## config.mk

```make
export PLATFORM = sky130hd
export DESIGN_NAME = hzc_top
export DESIGN_NICKNAME = d
export VERILOG_FILES = /design/src/rtl/hzc_pkg.sv /design/src/rtl/hzc_stage_reg.sv /design/src/rtl/hzc_loaduse_detect.sv /design/src/rtl/hzc_arbiter.sv /design/src/rtl/hzc_top.sv
export SDC_FILE = /design/constraint.sdc
export NUM_CORES = 1
export LEC_CHECK = 0
export ABC_AREA = 1
export BUFFER_PORTS_ARGS = -buffer_cell sky130_fd_sc_hd__buf_4
export CORE_UTILIZATION = 44
export DETAILED_ROUTE_END_ITERATION = 12
export PLACE_DENSITY = 0.79
export SYNTH_ARGS = -nofsm -noshare
export SYNTH_HDL_FRONTEND = slang
export SYNTH_SLANG_ARGS = --single-unit
```

## constraint.sdc

```tcl
create_clock -name clk -period 4.08 [get_ports clk]
set_input_delay 0.204 -clock clk [delete_from_list [all_inputs] [get_ports clk]]
set_output_delay 0.204 -clock clk [all_outputs]
set_load 0.01 [all_outputs]
```

## src/rtl/hzc_pkg.sv

```systemverilog
package hzc_pkg;
  // Encoding of the do-nothing instruction loaded by a flush.
  localparam logic [31:0] NOP_INSN = 32'h0000_0013;
  // Number of decode source operands compared against execute.
  localparam int SRC_CNT = 2;
endpackage

```

## src/rtl/hzc_stage_reg.sv

```systemverilog
module hzc_stage_reg #(
  parameter int W = 8,
  parameter logic [W-1:0] RST_VAL = '0
) (
  input  logic         clk,
  input  logic         rst,
  input  logic         hold,
  input  logic         clr,
  input  logic [W-1:0] d,
  output logic [W-1:0] q
);
  always_ff @(posedge clk) begin
    if (rst || clr) q <= RST_VAL;
    else if (!hold) q <= d;
  end

  assert_clear_wins_R10: assert property (@(posedge clk) disable iff (rst)
    clr |=> (q == RST_VAL));
  assert_hold_keeps_R10: assert property (@(posedge clk) disable iff (rst)
    (hold && !clr) |=> (q == $past(q)));
endmodule

```

## src/rtl/hzc_loaduse_detect.sv

```systemverilog
module hzc_loaduse_detect #(
  parameter int IDX_W = 5
) (
  input  logic [IDX_W-1:0] src1,
  input  logic [IDX_W-1:0] src2,
  input  logic [IDX_W-1:0] dst,
  input  logic             is_load,
  output logic             hit
);
  localparam int NSRC = hzc_pkg::SRC_CNT;
  logic [NSRC-1:0] match;
  logic [IDX_W-1:0] srcs [NSRC];
  logic dst_live;

  assign srcs[0] = src1;
  assign srcs[1] = src2;
  assign dst_live = |dst;

  for (genvar g = 0; g < NSRC; g++) begin : g_cmp
    assign match[g] = (srcs[g] == dst);
  end

  assign hit = is_load && dst_live && (|match);

  always_comb begin
    if (dst == '0) assert_zero_dst_R2: assert (!hit);
  end
endmodule

```

## src/rtl/hzc_arbiter.sv

```systemverilog
module hzc_arbiter (
  input  logic hit,
  input  logic taken,
  output logic stall_pc,
  output logic stall_dec,
  output logic flush_dec,
  output logic flush_exe
);
  logic stall_ok;

  assign stall_ok  = hit && !taken;
  assign stall_pc  = stall_ok;
  assign stall_dec = stall_ok;
  assign flush_dec = taken;
  assign flush_exe = hit || taken;

  always_comb begin
    if (taken) assert_branch_wins_R6: assert (!stall_pc && !stall_dec);
  end
endmodule

```

## src/rtl/hzc_top.sv

```systemverilog
module hzc_top #(
  parameter int PC_W   = 32,
  parameter int INSN_W = 32,
  parameter int IDX_W  = 5,
  parameter logic [INSN_W-1:0] NOP_WORD = INSN_W'(hzc_pkg::NOP_INSN)
) (
  input  logic              clk,
  input  logic              rst,
  input  logic [PC_W-1:0]   pc_next,
  input  logic [INSN_W-1:0] fetch_word,
  input  logic [IDX_W-1:0]  dec_src1,
  input  logic [IDX_W-1:0]  dec_src2,
  input  logic [IDX_W-1:0]  dec_dst,
  input  logic              dec_load,
  input  logic              dec_regwr,
  input  logic              dec_memwr,
  input  logic              taken_e,
  output logic              stall_pc,
  output logic              stall_dec,
  output logic              flush_dec,
  output logic              flush_exe,
  output logic [PC_W-1:0]   pc_q,
  output logic [PC_W-1:0]   dec_pc_q,
  output logic [INSN_W-1:0] dec_insn_q,
  output logic [IDX_W-1:0]  exe_dst_q,
  output logic              exe_load_q,
  output logic              exe_regwr_q,
  output logic              exe_memwr_q
);
  localparam int DEC_W = PC_W + INSN_W;
  localparam int EXE_W = IDX_W + 3;
  localparam logic [DEC_W-1:0] DEC_NOP = {{PC_W{1'b0}}, NOP_WORD};

  logic hit;
  logic [DEC_W-1:0] dec_d, dec_q;
  logic [EXE_W-1:0] exe_d, exe_q;

  hzc_loaduse_detect #(.IDX_W(IDX_W)) det_i (
    .src1(dec_src1), .src2(dec_src2), .dst(exe_dst_q),
    .is_load(exe_load_q), .hit(hit)
  );

  hzc_arbiter arb_i (
    .hit(hit), .taken(taken_e),
    .stall_pc(stall_pc), .stall_dec(stall_dec),
    .flush_dec(flush_dec), .flush_exe(flush_exe)
  );

  hzc_stage_reg #(.W(PC_W), .RST_VAL('0)) pc_reg_i (
    .clk(clk), .rst(rst), .hold(stall_pc), .clr(1'b0),
    .d(pc_next), .q(pc_q)
  );

  assign dec_d = {pc_q, fetch_word};
  hzc_stage_reg #(.W(DEC_W), .RST_VAL(DEC_NOP)) dec_reg_i (
    .clk(clk), .rst(rst), .hold(stall_dec), .clr(flush_dec),
    .d(dec_d), .q(dec_q)
  );
  assign dec_pc_q   = dec_q[DEC_W-1:INSN_W];
  assign dec_insn_q = dec_q[INSN_W-1:0];

  assign exe_d = {dec_load, dec_regwr, dec_memwr, dec_dst};
  hzc_stage_reg #(.W(EXE_W), .RST_VAL('0)) exe_reg_i (
    .clk(clk), .rst(rst), .hold(1'b0), .clr(flush_exe),
    .d(exe_d), .q(exe_q)
  );
  assign exe_load_q  = exe_q[EXE_W-1];
  assign exe_regwr_q = exe_q[EXE_W-2];
  assign exe_memwr_q = exe_q[EXE_W-3];
  assign exe_dst_q   = exe_q[IDX_W-1:0];

  assert_single_stall_R4: assert property (@(posedge clk) disable iff (rst)
    stall_pc |=> !stall_pc);
  assert_pc_frozen_R3: assert property (@(posedge clk) disable iff (rst)
    stall_pc |=> (pc_q == $past(pc_q)));
  assert_bubble_R3: assert property (@(posedge clk) disable iff (rst)
    flush_exe |=> (!exe_load_q && !exe_regwr_q && !exe_memwr_q && exe_dst_q == '0));
  assert_dec_squash_R5: assert property (@(posedge clk) disable iff (rst)
    taken_e |=> (dec_insn_q == NOP_WORD && dec_pc_q == '0));
endmodule

```

==> metrics.json <==
{
  "outcome": {
    "outcome": "finished clean"
  },
  "sta": {
    "achievable-frequency_ghz": 0.378,
    "period_needed_ps": 2640,
    "worst_hold_slack_ps": 49.6,
    "final_clock_skew_ps": 14.9,
    "slew_viol_final": 0,
    "fin_setup_tns_ps": 0,
    "unrepaired_setup_endpoints_after_global_routing": "no",
    "finalCritPeriodShare_pct": 64.8,
    "max_slew_headroom_pct": 28.3,
    "report.final.hold_viol_count": 0,
    "worst-slew-pin-transition_ps": 1070,
    "finalSetupViolations": 0
  },
  "power_and_ir_drop": {
    "power.sequential.fraction_pct": 53.6,
    "ir_drop_mv": 0.152,
    "combPwrFrac_pct": 14.7,
    "power.internal_mw": 1.50,
    "clkPwrFrac_pct": 31.8,
    "power_switching_share_pct": 25.6,
    "p_leak_nw": 3.95,
    "power_switching_mw": 0.517,
    "power.density_cell_area_mw_per_mm2": 324
  },
  "worst_setup_path": {
    "critical_path_peak_fanout": 60,
    "worstSetupStartpoint": "exe_reg_i.q[2]$_SDFF_PP0_",
    "beginning_of_the_worst_register_to_register_path": "exe_reg_i.q[2]$_SDFF_PP0_",
    "timing.critical_path.from_type": "register",
    "path_class": "reg -> out",
    "worstPathRequired_ps": 3880,
    "worstSetupEndpointType": "primary output",
    "endpoint_arrival_time_on_the_critical_path_ps": 2440
  },
  "finish": {
    "diodes": 0,
    "util_after_layout_pct": 62.7,
    "design_area_mm2": 0.00624,
    "layout.cells.most_common_list": "nand2_1 (213), buf_4 (199), nor2_1 (169)",
    "number_of_non_filler_instances_in_the_completed_layout": 1029,
    "layout_commonest_cell": "nand2_1",
    "num-nets-final": 978,
    "final_layout_size_suffix_gt1_share_pct": 24.9,
    "syn_to_final_growth_pct": 36.1
  },
  "flow_run": {
    "drv_cap": 0
  },
  "die": {
    "dieHeight_um": 104,
    "core.rowCount": 36,
    "die_width_um": 104,
    "ios": 193,
    "core_region_area_mm2": 0.00995,
    "die_footprint_mm2": 0.0108,
    "initial_utilization_pct": 46.1
  },
  "drt": {
    "detail_route.drc_violations": 0,
    "wl_per_cell_um": 11.4,
    "vias_per_instance": 4.40,
    "vias": 4525,
    "postRouteAntennaNets": 0,
    "wl_mm": 11.7,
    "pre_repair_dr_iteration_count": 4,
    "violation_count_after_the_first_detailed_route_iteration": 202
  },
  "placement": {
    "dpl_cell_area_mm2": 0.00605,
    "post-dp-hpwl_mm": 8.20,
    "routability_congestion_estimate": 0.794,
    "placed_cells": 1015,
    "buffer_ports.inserted": 192
  },
  "cts": {
    "cts_buffers": 9,
    "postCtsResizedCells": 0,
    "cts-hold-fix-buffers": 0,
    "cts_tree": "done",
    "clock_latency_ps": 360,
    "cts_num_sinks": 104,
    "cts.reportedPaths.clkPinSlew_ps": 100,
    "cts.root.buffer_cell": "clkbuf_8",
    "htree_levels": 3,
    "cts_post_setup_buffers_inserted": 0,
    "ctsLongestPathBuffers": 2
  },
  "synthesis": {
    "ys_warn_count": 0,
    "netlist_area_mm2": 0.00459,
    "synth-seq-area-share_pct": 45.4,
    "ys_types": 16,
    "post_synth_inst_count": 721,
    "nets_in_the_synthesized_netlist": 806,
    "ys_ff_latch": 104,
    "avg_inst_size_synth_um2": 6.36
  },
  "hold_path": {
    "worstHoldStart": "dec_dst[1]",
    "worstHoldPathType": "in -> reg"
  },
  "global_routing": {
    "initial_antenna_violation_count": 0,
    "global_route_usage_over_all_layers_pct": 21.7,
    "largest_net_degree_at_the_start_of_global_routing": 61,
    "first_global_vias": 3982,
    "grt_first_pass_wirelength_mm": 19.1,
    "gr-total-overflow": 0
  }
}
cell families (layout without fill, tap and decap cells):
| logic type | count (synthesis) | in the layout | share of synthesized area [%] |
|---|---|---|---|
| AND/OR/NAND/NOR | 427 | 427 | 37.3 |
| buffers and inverters | 187 | 362 | 16.8 |
| flip-flops | 104 | 104 | 45.4 |
| XOR/XNOR | 2 | 2 | 0.382 |
| AO/OA/AOI/OAI | 1 | 1 | 0.109 |
cell usage after synthesis:
cell type	n	share of area, %
buf_4	2	0.33
dfxtp_1	104	45
buf_6	6	1.5
nor2_1	170	14
inv_1	143	12
xnor2_1	2	0.38
inv_2	6	0.49
nand2_1	213	17
buf_1	9	0.74
buf_2	14	1.5
nand2_2	2	0.27
clkbuf_1	7	0.57
o21ai_0	1	0.11
nand4_1	35	4.8
nand3_1	6	0.65
nand3_2	1	0.22
worst max-delay path: stages, from the launching register on:
cell	delay [ps]
dfxtp_1	420
inv_2	50
nand2_1	50
nand2_1	40
nor2_1	120
nand3_1	100
nand2_2	310
nand3_4	580
inv_1	220
buf_4	150
final timing paths:
path                                   to  slack (ps)  cells after the start
max                             stall_dec        1440                      9
min reg2reg  dec_reg_i.q[16]$_SDFFE_PP0N_         490                      2
max reg2reg   pc_reg_i.q[10]$_SDFFE_PP0N_        1540                     11
min             exe_reg_i.q[1]$_SDFF_PP0_          50                      3
sequential cells by signal (all words and copies together), names as in the netlist:
name / cells
dec_reg_i.q: 64
exe_reg_i.q: 8
pc_reg_i.q: 32
metal layers:
metal	wire, um	up-vias	track usage [%]
met1	5380	1971	28.5
met4	140	0	6.02
met5	0	-	0
li1	-	2415	-
met2	5600	128	36.3
met3	589	11	3.88
cell type report:
| cell class | count | area (um^2) |
|---|---|---|
| well taps | 133 | 166 |
| repair buffers | 199 | 1490 |
| inverters | 149 | 559 |
| multi-input cells | 430 | 1750 |
| fillers | 1006 | 3710 |
| clock buffers | 10 | 138 |
| flip-flops and latches | 104 | 2080 |
| clock inverters | 4 | 55.1 |
through the flow:
step / total power, mW / setup WS, ps
2_1_floorplan: 1.24 / 2360
3_3_place_gp: 1.40 / 1670
3_5_place_dp: 1.40 / 1570
4_1_cts: 2.04 / 1410
5_1_grt: 2.12 / 1120
6_report: 2.02 / 1440
power groups by stage:
| stage | sequential, mW | combinational (mW) | clock (mW) |
|---|---|---|---|
| 2_1_floorplan | 1.12 | 0.119 | 0 |
| 3_3_place_gp | 1.10 | 0.292 | 0 |
| 3_5_place_dp | 1.11 | 0.297 | 0 |
| 4_1_cts | 1.08 | 0.298 | 0.660 |
| 5_1_grt | 1.09 | 0.330 | 0.703 |
| 6_report | 1.08 | 0.296 | 0.642 |
No activity file was read; power rests on OpenSTA's default activity.
